[src/rtl/kbd_mmio_port.sv]
module kbd_mmio_port #(
  parameter int ADDR_W = 16,
  parameter int CODE_W = 8,
  parameter int DEPTH = 8,
  parameter logic [ADDR_W-1:0] PORT_ADDR = 16'hFF00
) (
  input  logic              clk,
  input  logic              rst_n,
  input  logic [CODE_W-1:0] key_code,
  input  logic              key_valid,
  input  logic [ADDR_W-1:0] bus_addr,
  input  logic              bus_mem_sel,
  input  logic              bus_rd_nwr,
  output logic [CODE_W-1:0] bus_dout,
  output logic              bus_doe,
  output logic              bus_ready,
  output logic              overrun
);
  localparam int PTR_W = (DEPTH > 1) ? $clog2(DEPTH) : 1;
  localparam int CNT_W = PTR_W + 1;
  localparam logic [PTR_W-1:0] LAST = PTR_W'(DEPTH - 1);
  localparam logic [CNT_W-1:0] FULLC = CNT_W'(DEPTH);

  logic [CODE_W-1:0] store_q [DEPTH];
  logic [PTR_W-1:0]  wr_ptr, rd_ptr;
  logic [CNT_W-1:0]  fill;
  logic              rd_q, ovr_q;
  logic [CODE_W-1:0] hold_q;

  wire rd_hit   = (bus_addr == PORT_ADDR) && bus_mem_sel && bus_rd_nwr;
  wire rd_start = rd_hit && !rd_q;
  wire empty    = (fill == '0);
  wire full     = (fill == FULLC);
  wire push     = key_valid && !full;
  wire pop      = rd_start && !empty;
  wire [CODE_W-1:0] peek = empty ? '0 : store_q[rd_ptr];

  always_ff @(posedge clk)
    if (push) store_q[wr_ptr] <= key_code;

  always_ff @(posedge clk) begin
    if (!rst_n) begin
      wr_ptr <= '0;
      rd_ptr <= '0;
      fill   <= '0;
      rd_q   <= 1'b0;
      ovr_q  <= 1'b0;
      hold_q <= '0;
    end else begin
      rd_q <= rd_hit;
      if (push) wr_ptr <= (wr_ptr == LAST) ? '0 : wr_ptr + PTR_W'(1);
      if (pop)  rd_ptr <= (rd_ptr == LAST) ? '0 : rd_ptr + PTR_W'(1);
      case ({push, pop})
        2'b10:   fill <= fill + CNT_W'(1);
        2'b01:   fill <= fill - CNT_W'(1);
        default: fill <= fill;
      endcase
      if (key_valid && full) ovr_q <= 1'b1;
      if (rd_start) hold_q <= peek;
    end
  end

  assign bus_doe   = rd_hit;
  assign bus_dout  = !rd_hit ? '0 : (rd_q ? hold_q : peek);
  assign bus_ready = rd_q;
  assign overrun   = ovr_q;
endmodule

[config.mk]
export PLATFORM = sky130hd
export DESIGN_NAME = kbd_mmio_port
export DESIGN_NICKNAME = d
export VERILOG_FILES = /design/src/rtl/kbd_mmio_port.sv
export SDC_FILE = /design/constraint.sdc
export NUM_CORES = 1
export LEC_CHECK = 0
export CAP_MARGIN = 20
export CORE_MARGIN = 2
export CORE_UTILIZATION = 40
export DETAILED_ROUTE_END_ITERATION = 8
export DONT_BUFFER_PORTS = 1
export MAX_ROUTING_LAYER = met4
export PLACE_DENSITY = 0.64
export SYNTH_ARGS = -nofsm -noshare
export SYNTH_HDL_FRONTEND = slang
export SYNTH_SLANG_ARGS = --single-unit
[constraint.sdc]
create_clock -name clk -period 3.5 [get_ports clk]
set_clock_uncertainty 0.05 [all_clocks]
set_input_delay 0 -clock clk [delete_from_list [all_inputs] [get_ports clk]]
set_output_delay 0 -clock clk [all_outputs]
set_load 0.03 [all_outputs]
After elaboration in Yosys (flattened, before gate mapping) --
Memory sizes are Yosys's and may differ from the RTL's. A register that Yosys moved wholly into a read port is not among the register bits. Index checks and enable logic that the tools add are counted.
Storage, ports and cells: input port bits 29, memories 1, word-level logic and storage cells 38, RAM bits 64, output and inout port bits 11, bits in registers 20
Cells by class: muxes and demuxes 10, reductions and logical operators 11, add/sub/neg operators 4, eq/ne operators 6
Memory list:
- store_q | words 8, bits a word 8, rd ports 1, clocked after memory_dff 1, wr ports 1, line 24 | logic [CODE_W-1:0] store_q [DEPTH];
Operator list (number):
- 2-to-1 mux 8 bit | 3
- == test 16 bit, second input constant | 1
- 2-to-1 mux 3 bit | 4
- one-hot mux 4 bit (2 select lines) | 1
- adder 3 x 1 -> 3 bit, second input constant | 2
- == test 3 bit, second input constant | 2
- logical AND 1 bit | 6
- adder 4 x 1 -> 4 bit, second input constant | 1
- == test 4 bit, second input constant | 1
- zero test 4 bit | 1
- subtractor 4 x 1 -> 4 bit, second input constant | 1
- zero test 1 bit | 3
- == test 2 x 1 -> 1 bit, second input constant | 1
- == test 2 bit, second input constant | 1
- 2-to-1 mux 1 bit | 2
- nonzero test 2 bit | 1

Logic depth before layout (Yosys ltp) --
depth in word-level cells 7, mapped depth 12, depth with buffers taken out 10

Worst setup path before layout --
No wires, ideal clock.
path type register to register, from register fill[1], to register fill[2], required time 3.379 ns, setup time 0.071 ns, period minus slack after synthesis 2.448 ns, arrival time 2.328 ns, path slack 1.052 ns, path buffers 2, stages on the path, launching flop included 13, cell sequence dfxtp_1 -> buf_2 -> nor4_1 -> nor3_2 -> and2_1 -> buf_2 -> ha_1 -> xor2_1 -> ha_1 -> a21oi_1 -> xor2_1 -> or3_1 -> a21oi_1
On the way: cells in the longest elaborated chain, start to end 5, elaborated cells between the ends (all ways) 12, those cells by class add/sub (2); eq/ne (3); mux (1); reduce/logical (6)
Ends and longest elaborated chain:
- from (decl) | line 26 | logic [CNT_W-1:0] fill;
- from (signal assigned) | line 54 | 2'b10: fill <= fill + CNT_W'(1);
- from (signal assigned) | line 55 | 2'b01: fill <= fill - CNT_W'(1);
- from (signal assigned) | line 56 | default: fill <= fill;
- == test 4 bit / zero test 4 bit (equally long branches) | line 33, 32
- zero test 1 bit (on tied branches) | line 34, 35
- logical AND 1 bit (on tied branches) | line 34, 35
- == test 2 x 1 -> 1 bit / == test 2 bit (equally long branches) | line 53 | case ({push, pop})
- one-hot mux 4 bit (2 select lines) / nonzero test 2 bit (equally long branches)
Parallel ways exist; a longest one is shown, timed or not. A chain may end at the register's enable or synchronous reset.

Final worst setup path --
from input port bus_addr[7], to register fill[2]
On the way: cells in the longest elaborated chain, start to end 7, elaborated cells between the ends (all ways) 9, those cells by class eq/ne (3); mux (1); reduce/logical (5)
Ends and longest elaborated chain:
- from (decl) | line 11 | input logic [ADDR_W-1:0] bus_addr,
- == test 16 bit * | line 30 | wire rd_hit = (bus_addr == PORT_ADDR) && bus_mem_sel && bus_rd_nwr;
- logical AND 1 bit * (2 in a row) | line 30
- logical AND 1 bit * | line 31 | wire rd_start = rd_hit && !rd_q;
- logical AND 1 bit * | line 35 | wire pop = rd_start && !empty;
- == test 2 x 1 -> 1 bit / == test 2 bit (equally long branches) | line 53
- one-hot mux 4 bit (2 select lines) / nonzero test 2 bit (equally long branches)
Every way passes the cells marked *; elsewhere a longest branch is shown, timed or not.

==> impl_metrics.toml <==
[power_and_ir_drop]
ir_drop_mv = 0.195
power_density_mw_per_mm2 = 458
p_leak_uw = 0.00134

[sta]
setup_viol = 0
setup_ws_ns = 0.590
period_share_pct = 83.2
fmax_mhz = 344
tightest_slew_ns = 0.915
finalSetupTns_ns = 0
min_period_ns = 2.91
max_slew_margin_pct = 38.8
finalHoldViolCount = 0
holdWs_ns = 0.0770
rsz0062_at_grt = "no"
maxSlewViolCount = 0

[place]
dpl_cell_area_mm2 = 0.00376
place.gp.congestion = 0.769
place_hpwl_um = 4370
port_buffers = 0
place_ws_ns = 0.391

[detailed_routing]
drc_errors = 0
ant_nets = 0
via_per_inst = 5.44
wl_per_cell_um = 18.3
wl_um = 6840
num_vias = 2030
first_iter_violations = 145
firstDrtPassIters = 4

[clocking]
hold_buffers = 18
cts_tree = "yes"
htreeDepth = 3
cts_resized = 0
clk_latency_ns = 0.36
post_cts_buffers = 0
ctsRootBufferMaster = "clkbuf_8"
clk_pin_slew_ns = 0.08
cts.path.max_buffers = 2
clock_sinks = 87
cts_buffers = 9

[floorplan]
core_area_mm2 = 0.00876
rows = 34
dieHeight_um = 99.3
die_area_mm2 = 0.00985
die_w_um = 99.3
initial_core_util_pct = 41.4
ios = 40

[logic_synthesis]
synth_fp_nets = 273
netlist_area_mm2 = 0.00363
netlist_top_cells_area = "edfxtp_1 53%, dfxtp_1 13%, mux4_2 9.9%, mux2_2 2.5%, ha_1 2.4%"
synth-seq-cells = 87
synth.yosys.seq_area_share_pct = 65.6
netlist_top_cells_count = "64 x edfxtp_1, 23 x dfxtp_1, 16 x mux4_2, 14 x a21oi_1, 12 x nand3_1"
synth_most_common_cell = "edfxtp_1"
async_flop_share_pct = 0
synth_cell_types = 43
syn_inst = 237
syn_avg_cell_area_um2 = 15.3
synth_top_area_share_pct = 52.9
ys_warn_count = 0
yosys_most_used_dff = "edfxtp_1"
synth.largest_area_cell = "edfxtp_1"
synth_edf_count = 64

[setup_path]
worstSetupPathType = "primary input to flop"
critPathLaunchType = "primary input"
crit_path_end_kind = "flop"
arrival_ns = 3.13
crit_fanout = 10
cp_num_cells = 11
critPathMaxStageDelay_ns = 0.54
cp_slowest_cell = "dlygate4sd3_1"
crit_path_cell_trace = "dlygate4sd3_1 > or4_4 > nor3_2 > and2_1 > ha_1 > xor2_1 > ha_1 > a21oi_1 > xor2_1 > or3_1 > a21oi_1"
timing.rr.start = "fill[1]$_SDFFE_PN0P_"
critPathBufInv = 1
path_delay_family = "simple AND/OR/NAND/NOR gates"
critPathCapture = "fill[2]$_SDFFE_PN0P_"
r2r_cells = 10
worst_ep_required_time_ns = 3.72
timing.rr.end = "fill[2]$_SDFFE_PN0P_"
startpoint = "bus_addr[7]"
r2r_setup_slack_ns = 0.75

[layout]
syn_to_final_growth_pct = 13.7
nNetsFinal = 296
regArea_mm2 = 0.00238
n_fill_cell = 771
design_area_mm2 = 0.00413
diodes = 0
fin_util_pct = 47.1
drive_above_1_share_pct = 20.0
multi_input_area_mm2 = 0.00117

[grt]
grt_pass1_wl_um = 10900
grt_max_degree = 18
grt_pass1_vias = 2045
track_usage_pct = 15.3
grt_antenna_before_repair = 0
grt_overflow = 0

[worst_hold_path]
min_path_type = "primary input to flop"
holdPathStages = 3

[status]
outcome = "finished, final reports clean"

[job]
cap_violations = 0
==> registers in the layout (all words and copies together) (netlist names), named ones only <==
name       flops
store_q       64
hold_q         8
fill           4
rd_ptr         3
wr_ptr         3
bus_ready      1
overrun        1
==> layer usage <==
layer	vias to the layer above	GRT usage, %	share of wire (%)
met5	-	-	0
met4	0	5.69	1.8
met3	11	4.22	4.1
met2	52	23.8	48
met1	988	19.2	46
li1	979	-	-
==> worst reg2reg max path, cell delays in order (launching register included) <==
cell     delay [ns]
dfxtp_1        0.45
nor4_1         0.11
nor3_2         0.32
and2_1         0.41
ha_1           0.33
xor2_1         0.17
ha_1           0.17
a21oi_1        0.05
xor2_1         0.16
or3_1          0.31
a21oi_1        0.14
==> cell type report <==
cell class	count	share of cell area [%]
tap	108	3.27
inverter	2	0.182
clock buffer	9	3.00
clock inverter	7	1.52
multi-input combinational	134	28.5
sequential	87	57.7
timing repair buffer	26	5.82
==> worst min path at each step <==
stage                start                      end
6_report         key_valid   wr_ptr[2]$_SDFFE_PN0P_
5_1_grt          key_valid   wr_ptr[2]$_SDFFE_PN0P_
4_1_cts          key_valid   wr_ptr[2]$_SDFFE_PN0P_
3_5_place_dp   key_code[5]  store_q[3][5]$_DFFE_PP_
3_3_place_gp   key_code[5]  store_q[6][5]$_DFFE_PP_
2_1_floorplan  key_code[0]  store_q[0][0]$_DFFE_PP_
==> through the flow <==
step / std cells / total power, uW
5_1_grt: 373 / 1960
4_1_cts: 373 / 1910
6_report: 373 / 1890
3_3_place_gp: 339 / 1220
3_5_place_dp: 339 / 1220
2_1_floorplan: 237 / 1200
==> where the power goes <==
part	internal [uW]	total, uW	switching, uW
Combinational	40.1	86.1	45.9
Sequential	1120	1130	9.97
Clock	324	669	345
==> cells in the final DEF (no fill, tap or decap), types with 2 or more instances in the layout <==
master / Yosys / routed
and3_1: 3 / 3
nor4_1: 2 / 2
mux4_2: 16 / 16
nand2_1: 6 / 6
clkinv_1: 1 / 4
edfxtp_1: 64 / 64
nor2_1: 9 / 9
nor3_1: 6 / 6
a21boi_0: 3 / 3
o21ai_0: 11 / 11
or3_1: 3 / 3
ha_1: 7 / 7
nand3_1: 12 / 12
xor2_1: 3 / 3
a22o_1: 8 / 8
dfxtp_1: 23 / 23
mux2_2: 8 / 8
clkbuf_8: 0 / 9
buf_4: 1 / 8
nand2b_1: 2 / 2
nand4_1: 2 / 2
o21a_1: 3 / 3
a21oi_1: 14 / 14
dlygate4sd3_1: 0 / 18
==> kinds of logic after synthesis <==
kind of cell	count (synthesis)	share of synthesized area, %
flip-flops	87	65.6
AND/OR/NAND/NOR	57	9.27
AO/OA/AOI/OAI	42	7.27
multiplexers	25	12.7
buffers and inverters	16	2.00
adder cells (fa/ha/maj)	7	2.41
XOR/XNOR	3	0.724
No activity file was read; power rests on OpenSTA's default activity.
